===== config.mk =====
export PLATFORM = sky130hd
export DESIGN_NAME = sram_clkmode_ctl
export DESIGN_NICKNAME = d
export VERILOG_FILES = /design/src/rtl/ckm_pkg.sv /design/src/rtl/ckm_pin_sync.sv /design/src/rtl/ckm_mode_latch.sv /design/src/rtl/ckm_loss_watch.sv /design/src/rtl/ckm_relock.sv /design/src/rtl/sram_clkmode_ctl.sv
export SDC_FILE = /design/constraint.sdc
export NUM_CORES = 1
export LEC_CHECK = 0
export ABC_AREA = 1
export ABC_CLOCK_PERIOD_IN_PS = 1550
export CAP_MARGIN = 10
export CORE_ASPECT_RATIO = 0.7
export CORE_UTILIZATION = 50
export DETAILED_ROUTE_END_ITERATION = 7
export PLACE_DENSITY = 0.74
export SETUP_SLACK_MARGIN = 0.1
export SLEW_MARGIN = 10
export SYNTH_ARGS = -nofsm -noshare
export SYNTH_HDL_FRONTEND = slang
export SYNTH_HIERARCHICAL = 1
export SYNTH_SLANG_ARGS = --single-unit

===== constraint.sdc =====
create_clock -name clk -period 1.55 [get_ports clk]
set_input_delay 0.155 -clock clk [delete_from_list [all_inputs] [get_ports clk]]
set_output_delay 0.155 -clock clk [all_outputs]
set_load 0.02 [all_outputs]

===== src/rtl/ckm_pkg.sv =====
package ckm_pkg;
   typedef enum logic {
      CKM_DUAL   = 1'b0,
      CKM_SINGLE = 1'b1
   } ckm_mode_e;

   // Single-clock mode needs both output clock pins held high.
   function automatic ckm_mode_e ckm_decode(input logic pin_p, input logic pin_n);
      return (pin_p && pin_n) ? CKM_SINGLE : CKM_DUAL;
   endfunction
endpackage


===== src/rtl/ckm_pin_sync.sv =====
module ckm_pin_sync #(
   parameter int STAGES = 2
) (
   input  logic       clk,
   input  logic       rst_n,
   input  logic [1:0] pins_i,
   output logic [1:0] pins_o
);
   generate
      if (STAGES == 0) begin : g_direct
         assign pins_o = pins_i;
      end else begin : g_chain
         logic [1:0] stg [STAGES];
         always_ff @(posedge clk or negedge rst_n) begin
            if (!rst_n) begin
               for (int i = 0; i < STAGES; i++) stg[i] <= '0;
            end else begin
               stg[0] <= pins_i;
               for (int i = 1; i < STAGES; i++) stg[i] <= stg[i-1];
            end
         end
         assign pins_o = stg[STAGES-1];
      end
   endgenerate
endmodule


===== src/rtl/ckm_mode_latch.sv =====
module ckm_mode_latch
   import ckm_pkg::*;
(
   input  logic       clk,
   input  logic       rst_n,
   input  logic       edge_i,
   input  logic [1:0] pins_i,
   output ckm_mode_e  mode_o,
   output logic       done_o
);
   always_ff @(posedge clk or negedge rst_n) begin
      if (!rst_n) begin
         mode_o <= CKM_DUAL;
         done_o <= 1'b0;
      end else if (edge_i && !done_o) begin
         mode_o <= ckm_decode(pins_i[1], pins_i[0]);
         done_o <= 1'b1;
      end
   end
endmodule


===== src/rtl/ckm_loss_watch.sv =====
module ckm_loss_watch #(
   parameter int LIMIT = 16
) (
   input  logic clk,
   input  logic rst_n,
   input  logic edge_i,
   input  logic stop_i,
   output logic loss_o
);
   localparam int W = (LIMIT > 2) ? $clog2(LIMIT) : 1;
   localparam logic [W-1:0] LAST = W'(LIMIT - 1);

   logic [W-1:0] idle_cnt;

   always_ff @(posedge clk or negedge rst_n) begin
      if (!rst_n) begin
         idle_cnt <= '0;
         loss_o   <= 1'b0;
      end else begin
         loss_o <= 1'b0;
         if (stop_i || edge_i) begin
            idle_cnt <= '0;
         end else if (idle_cnt == LAST) begin
            idle_cnt <= '0;
            loss_o   <= 1'b1;
         end else begin
            idle_cnt <= idle_cnt + 1'b1;
         end
      end
   end
endmodule


===== src/rtl/ckm_relock.sv =====
module ckm_relock #(
   parameter int CYCLES = 1024
) (
   input  logic clk,
   input  logic rst_n,
   input  logic edge_i,
   input  logic clear_i,
   output logic locked_o
);
   localparam int W = (CYCLES > 2) ? $clog2(CYCLES) : 1;
   localparam logic [W-1:0] LAST = W'(CYCLES - 1);

   logic [W-1:0] edge_cnt;

   always_ff @(posedge clk or negedge rst_n) begin
      if (!rst_n) begin
         edge_cnt <= '0;
         locked_o <= 1'b0;
      end else if (clear_i) begin
         edge_cnt <= '0;
         locked_o <= 1'b0;
      end else if (edge_i && !locked_o) begin
         if (edge_cnt == LAST) locked_o <= 1'b1;
         else                  edge_cnt <= edge_cnt + 1'b1;
      end
   end
endmodule


===== src/rtl/sram_clkmode_ctl.sv =====
module sram_clkmode_ctl
   import ckm_pkg::*;
#(
   parameter int LOCK_CYCLES = 1024,
   parameter int LOSS_LIMIT  = 16,
   parameter int PIN_SYNC    = 2
) (
   input  logic clk,
   input  logic rst_n,
   input  logic kclk_edge,
   input  logic oclk_p_lvl,
   input  logic oclk_n_lvl,
   input  logic stop_req,
   output logic single_mode,
   output logic dll_locked,
   output logic dll_rst,
   output logic echo_en,
   output logic deskew_en
);
   generate
      if (LOCK_CYCLES < 2) begin : g_bad_lock
         $error("LOCK_CYCLES must be at least 2");
      end
      if (LOSS_LIMIT < 2) begin : g_bad_loss
         $error("LOSS_LIMIT must be at least 2");
      end
      if (PIN_SYNC < 0 || PIN_SYNC > 4) begin : g_bad_sync
         $error("PIN_SYNC must lie in 0..4");
      end
   endgenerate

   logic [1:0] pins_s;
   ckm_mode_e  mode_q;
   logic       mode_done;
   logic       lock_clear;

   ckm_pin_sync #(.STAGES(PIN_SYNC)) u_sync (
      .clk    (clk),
      .rst_n  (rst_n),
      .pins_i ({oclk_p_lvl, oclk_n_lvl}),
      .pins_o (pins_s)
   );

   ckm_mode_latch u_mode (
      .clk    (clk),
      .rst_n  (rst_n),
      .edge_i (kclk_edge),
      .pins_i (pins_s),
      .mode_o (mode_q),
      .done_o (mode_done)
   );

   ckm_loss_watch #(.LIMIT(LOSS_LIMIT)) u_watch (
      .clk    (clk),
      .rst_n  (rst_n),
      .edge_i (kclk_edge),
      .stop_i (stop_req),
      .loss_o (dll_rst)
   );

   assign lock_clear = stop_req | dll_rst;

   ckm_relock #(.CYCLES(LOCK_CYCLES)) u_relock (
      .clk      (clk),
      .rst_n    (rst_n),
      .edge_i   (kclk_edge),
      .clear_i  (lock_clear),
      .locked_o (dll_locked)
   );

   assign single_mode = (mode_q == CKM_SINGLE);
   assign echo_en     = dll_locked & ~stop_req;
   assign deskew_en   = mode_done & (mode_q == CKM_DUAL) & dll_locked;
endmodule


After elaboration in Yosys (flattened, before gate mapping)
Cells that the tools add are included.
Storage, ports and cells
  flip-flop bits (word level): 22
  logic and storage cells: 40
Cells by class
  add/subtract/negate cells: 2
  equality and inequality tests: 3
  multiplexer cells: 11
  bitwise logic cells: 6
  reduce and logical (&&, ||, !) cells: 10
Operator list (number)
  10-bit two-way mux: 3
  10-bit by 1-bit adder with 10-bit output (second input constant): 1
  10-bit == test (second input constant): 1
  4-bit two-way mux: 2
  1-bit two-way mux: 6
  4-bit by 1-bit adder with 4-bit output (second input constant): 1
  4-bit == test (second input constant): 1
  2-bit AND reduction: 2
  2-bit nonzero test: 2
  1-bit AND: 3
  1-bit logical AND: 3
  1-bit zero test: 2
  2-bit != test (second input constant): 1
  1-bit NOT: 2
  1-bit logical OR: 1
  1-bit OR: 1

Longest topological paths before layout
  word-level depth: 4
  mapped depth: 9
  gate-level depth less buffers: 9

Modules after synthesis
The synthesis kept the hierarchy.
Modules (own cells, without submodules)
  ckm_relock: instances 1, cells each 98, area each 704.4 um^2
  ckm_loss_watch: instances 1, cells each 22, area each 207.7 um^2
  ckm_pin_sync: instances 1, cells each 6, area each 115.1 um^2
  ckm_mode_latch: instances 1, cells each 12, area each 90.1 um^2
  sram_clkmode_ctl: instances 1, cells each 5, area each 21.3 um^2

Least setup slack after synthesis
OpenSTA, ideal clock, no wires.
  path type: register to register
  start: reg u_watch.loss_o
  end: reg u_relock.edge_cnt[0]
  library setup time: 74 ps
  data arrival time: 1196 ps
  path slack: 281 ps
  cell stages (with the launch flop): 6
  buffers on the path: 1
  cell sequence: dfrtp_1 > or2_1 > inv_1 > buf_2 > nand4_1 > o21ai_2
Between the ends
  cells in the longest elaborated chain, start to end: 3
Ends and longest elaborated chain
  from (decl): line ckm_loss_watch.sv:8  | output logic loss_o
  from (signal assigned): line ckm_loss_watch.sv:18  | loss_o <= 1'b0;
  from (signal assigned): line ckm_loss_watch.sv:20  | loss_o <= 1'b0;
  from (signal assigned): line ckm_loss_watch.sv:25  | loss_o <= 1'b1;
  1-bit OR *: line sram_clkmode_ctl.sv:61  | assign lock_clear = stop_req | dll_rst;
  via lock_clear: line sram_clkmode_ctl.sv:35  | logic lock_clear;
  2-bit != test (no line) / 2-bit nonzero test (equally long branches)
  2-bit AND reduction (no line)
  to (signal assigned): line ckm_relock.sv:24  | else edge_cnt <= edge_cnt + 1'b1;
  to (decl): line ckm_relock.sv:13  | logic [W-1:0] edge_cnt;
Mark *: on every way through the listed nets, which the timed path passes. The rest lies on a longest branch.
A chain may end at the register's enable or synchronous reset.

Worst setup path in the final report
  start: reg u_relock.edge_cnt[0]
  end: reg u_relock.edge_cnt[3]
Between the ends
  cells in the longest elaborated chain, start to end: 4
Ends and longest elaborated chain
  10-bit by 1-bit adder with 10-bit output: line ckm_relock.sv:24
  10-bit two-way mux: line ckm_relock.sv:23  | if (edge_cnt == LAST) locked_o <= 1'b1;
  10-bit two-way mux: line ckm_relock.sv:22  | end else if (edge_i && !locked_o) begin
  10-bit two-way mux: line ckm_relock.sv:19  | end else if (clear_i) begin
Parallel ways exist; a longest one is shown, timed or not. The select of a mux whose other input is x is not followed.

==> results.sh <==
export IMPL_outcome="completed"
export IMPL_crit_path_end_kind="register"
export IMPL_p_comb_frac=0.079
export IMPL_insertion_delay_ps=310
export IMPL_fin_util=0.648
export IMPL_vias=953
export IMPL_postLayoutCellArea_um2=1400
export IMPL_cts_made_buffers=3
export IMPL_die_area_um2=2480
export IMPL_layout_worst_path_cycle_share=0.881
export IMPL_hp_class="input pin to asynchronous set/reset pin"
export IMPL_period_needed_ps=1370
export IMPL_use_met1=0.284
export IMPL_core_um2=2150
export IMPL_grt_remaining_overflow=0
export IMPL_critical_path_class="register to register"
export IMPL_cts_htree_levels=1
export IMPL_grt_pass1_vias=896
export IMPL_synth_area_leaders="dfrtp_1, nand2_1, inv_1, nand3_1, nor2_1"
export IMPL_yosys_area_top_type="dfrtp_1"
export IMPL_tightestPinTransition_ps=273
export IMPL_drt_antenna_violating_nets=0
export IMPL_antennaDiodeCount=0
export IMPL_r2r_end="u_relock/edge_cnt[3]"
export IMPL_num_rows=14
export IMPL_cts_root_buffer="clkbuf_4"
export IMPL_mostFrequentLayoutCells="nand2_1, inv_1, dfrtp_1"
export IMPL_via_per_inst=4.89
export IMPL_gp_congestion=0.863
export IMPL_slew_headroom=0.818
export IMPL_cts_sinks=22
export IMPL_synth_area_um2=1140
export IMPL_whs_ps=167
export IMPL_yosysUniqueCellTypes=21
export IMPL_start_util=0.528
export IMPL_io_pins=11
export IMPL_p_switching_mw=0.234
export IMPL_cap_violations=0
export IMPL_place_inst=186
export IMPL_p_int_mw=0.888
export IMPL_synth_seq_cells=22
export IMPL_fin_setup_tns_ps=0
export IMPL_post_route_drc_count=0
export IMPL_total_power_mw=1.12
export IMPL_cpMaxStageDelayCell="dfrtp_1"
export IMPL_synth_top_area_frac=0.484
export IMPL_swShare=0.209
export IMPL_final_cells=195
export IMPL_ff2ff_path_depth=8
export IMPL_clockBufferDepth=2
export IMPL_path_max_fanout=5
export IMPL_cts_tree="yes"
export IMPL_syn_nets=151
export IMPL_p_clk_frac=0.389
export IMPL_crit_path_end="u_relock/edge_cnt[3]"
export IMPL_rsz0062_at_grt="false"
export IMPL_worst_ep_required_time_ps=1760
export IMPL_syn_area_per_cell_um2=7.96
export IMPL_grt_util_all_layers=0.212
export IMPL_start_kind="register"
export IMPL_gr_max_usage_layer="met2"
export IMPL_cp_cell_sequence="ha_2, nand2_2, nor2_4, nand3_4, nand2_4, nand2_4, nand2_1, nand2_1"
export IMPL_hold_buffers=0
export IMPL_hpwl_um=1630
export IMPL_drive_above_1_share=0.166
export IMPL_fin_skew_ps=6.89
export IMPL_timing_final_ws_setup_ps=184
export IMPL_reg2reg_from="u_relock/edge_cnt[0]"
export IMPL_fmax_ghz=0.732
export IMPL_p_leak_nw=0.714
export IMPL_post_place_ws_ps=60.4
export IMPL_drt_total_wl_um=2260
export IMPL_layout_commonest_cell="nand2_1"
export IMPL_grt_max_degree=23
export IMPL_placed_cell_area_um2=1290
export IMPL_crit_arrival_ps=1580
export IMPL_clkTransAtPathRegs_ps=120
export IMPL_grtUsageMet3=0.0561
export IMPL_drt_iter0_markers=56
export IMPL_yosysSeqAreaShare=0.484
export IMPL_grtUsageMet2=0.330
export IMPL_drt_pass1_iterations=4
export IMPL_drv_slew=0
export IMPL_setup_violations=0
export IMPL_die_width_um=59.0
export IMPL_setup_worst_path_start="u_relock/edge_cnt[0]"
export IMPL_die_h_um=41.9
export IMPL_post_drt_wl_per_cell_um=11.6
export IMPL_area_delta_synth_final_pct=22.5
export IMPL_ir_worst_vdd_v=0.000758
export IMPL_cp_slowest_stage_delay_ps=400
export IMPL_yosys_warnings=6
export IMPL_nets=172
export IMPL_postSynthCellCount=143
export IMPL_final_hold_violation_count=0
export IMPL_grt_pass1_wl_um=3880
export IMPL_cellPowerDensity_nw_per_um2=804
export IMPL_p_seq_frac=0.532
export IMPL_antenna_found_initial=0
export IMPL_portBuffers=10
export IMPL_reg2reg_setup_slack_ps=180
-- power groups by stage --
stage          clock [mW]  combinational [mW]  sequential (mW)
6_report            0.436              0.0890            0.597
5_1_grt             0.470               0.104            0.599
4_1_cts             0.453              0.0817            0.597
3_5_place_dp            0              0.0814            0.608
3_3_place_gp            0              0.0790            0.607
2_1_floorplan           0              0.0439            0.606
-- metal layers --
layer / vias to the layer above / part of all wire
met2: 34 / 0.47
met1: 437 / 0.46
met4: 0 / 0.0093
li1: 480 / -
met5: - / 0
met3: 2 / 0.063
-- flip-flops by register name (all words and copies together) (netlist names) --
register,flops
u_mode/mode_o,1
u_watch/idle_cnt,4
u_relock/locked_o,1
u_relock/edge_cnt,10
u_watch/loss_o,1
u_sync/g_chain.stg,2
u_mode/done_o,1
u_sync/pins_o,2
-- Yosys cell counts, drive strengths merged --
master and count:
nor2 20, o21ai 9, or2 1, a21oi 4, xor2 1, inv 25
nand2 37, dfrtp 22, ha 2, nand3 16, nand4 2, xnor2 1
buf 3
-- logic make-up (layout without fill, tap and decap cells) --
family                     Yosys count  count (layout)  share of synthesized area
and+or+nand+nor                     76              77                      0.319
AOI/OAI and AO/OA                   13              13                     0.0604
xor gates and xnor gates             2               2                     0.0154
buffers and inverters               28              47                      0.100
DFF                                 22              22                      0.484
adders and majority gates            2               2                     0.0220
-- critical path: cells and delay by family, from the launching register on --
kind	cells	cell delay (ps)
simple gates	7	670
fa+ha+maj	1	200
flops	1	400
-- final cells by class --
cell class	instances	area, µm²
fillers	185	759
clock buffers	3	22.5
well taps	32	40.0
clock inverters	1	30.0
flip-flops and latches	22	551
inverters	25	93.8
repair buffers	18	160
multi-input cells	94	498
-- how the worst min path moves through the flow --
stage                     cells after the start                    to                  start
after detailed placement                      0      u_sync/pins_o[0]  u_sync/g_chain.stg[2]
after floorplan                               0         u_mode/done_o                  rst_n
after global routing                          2  u_relock/edge_cnt[9]                  rst_n
after global placement                        0      u_sync/pins_o[1]  u_sync/g_chain.stg[3]
final                                         2  u_relock/edge_cnt[9]                  rst_n
after CTS                                     2  u_relock/edge_cnt[9]                  rst_n
-- what timing repair did --
item	in CTS	in global routing
pin swaps	0	3
endpoints found under the hold margin	0	0
setup buffers	0	4
cloned	0	1
resized for setup	4	7
endpoints found under the setup margin	4	12
Note: power is estimated with default switching activity, not from simulation.
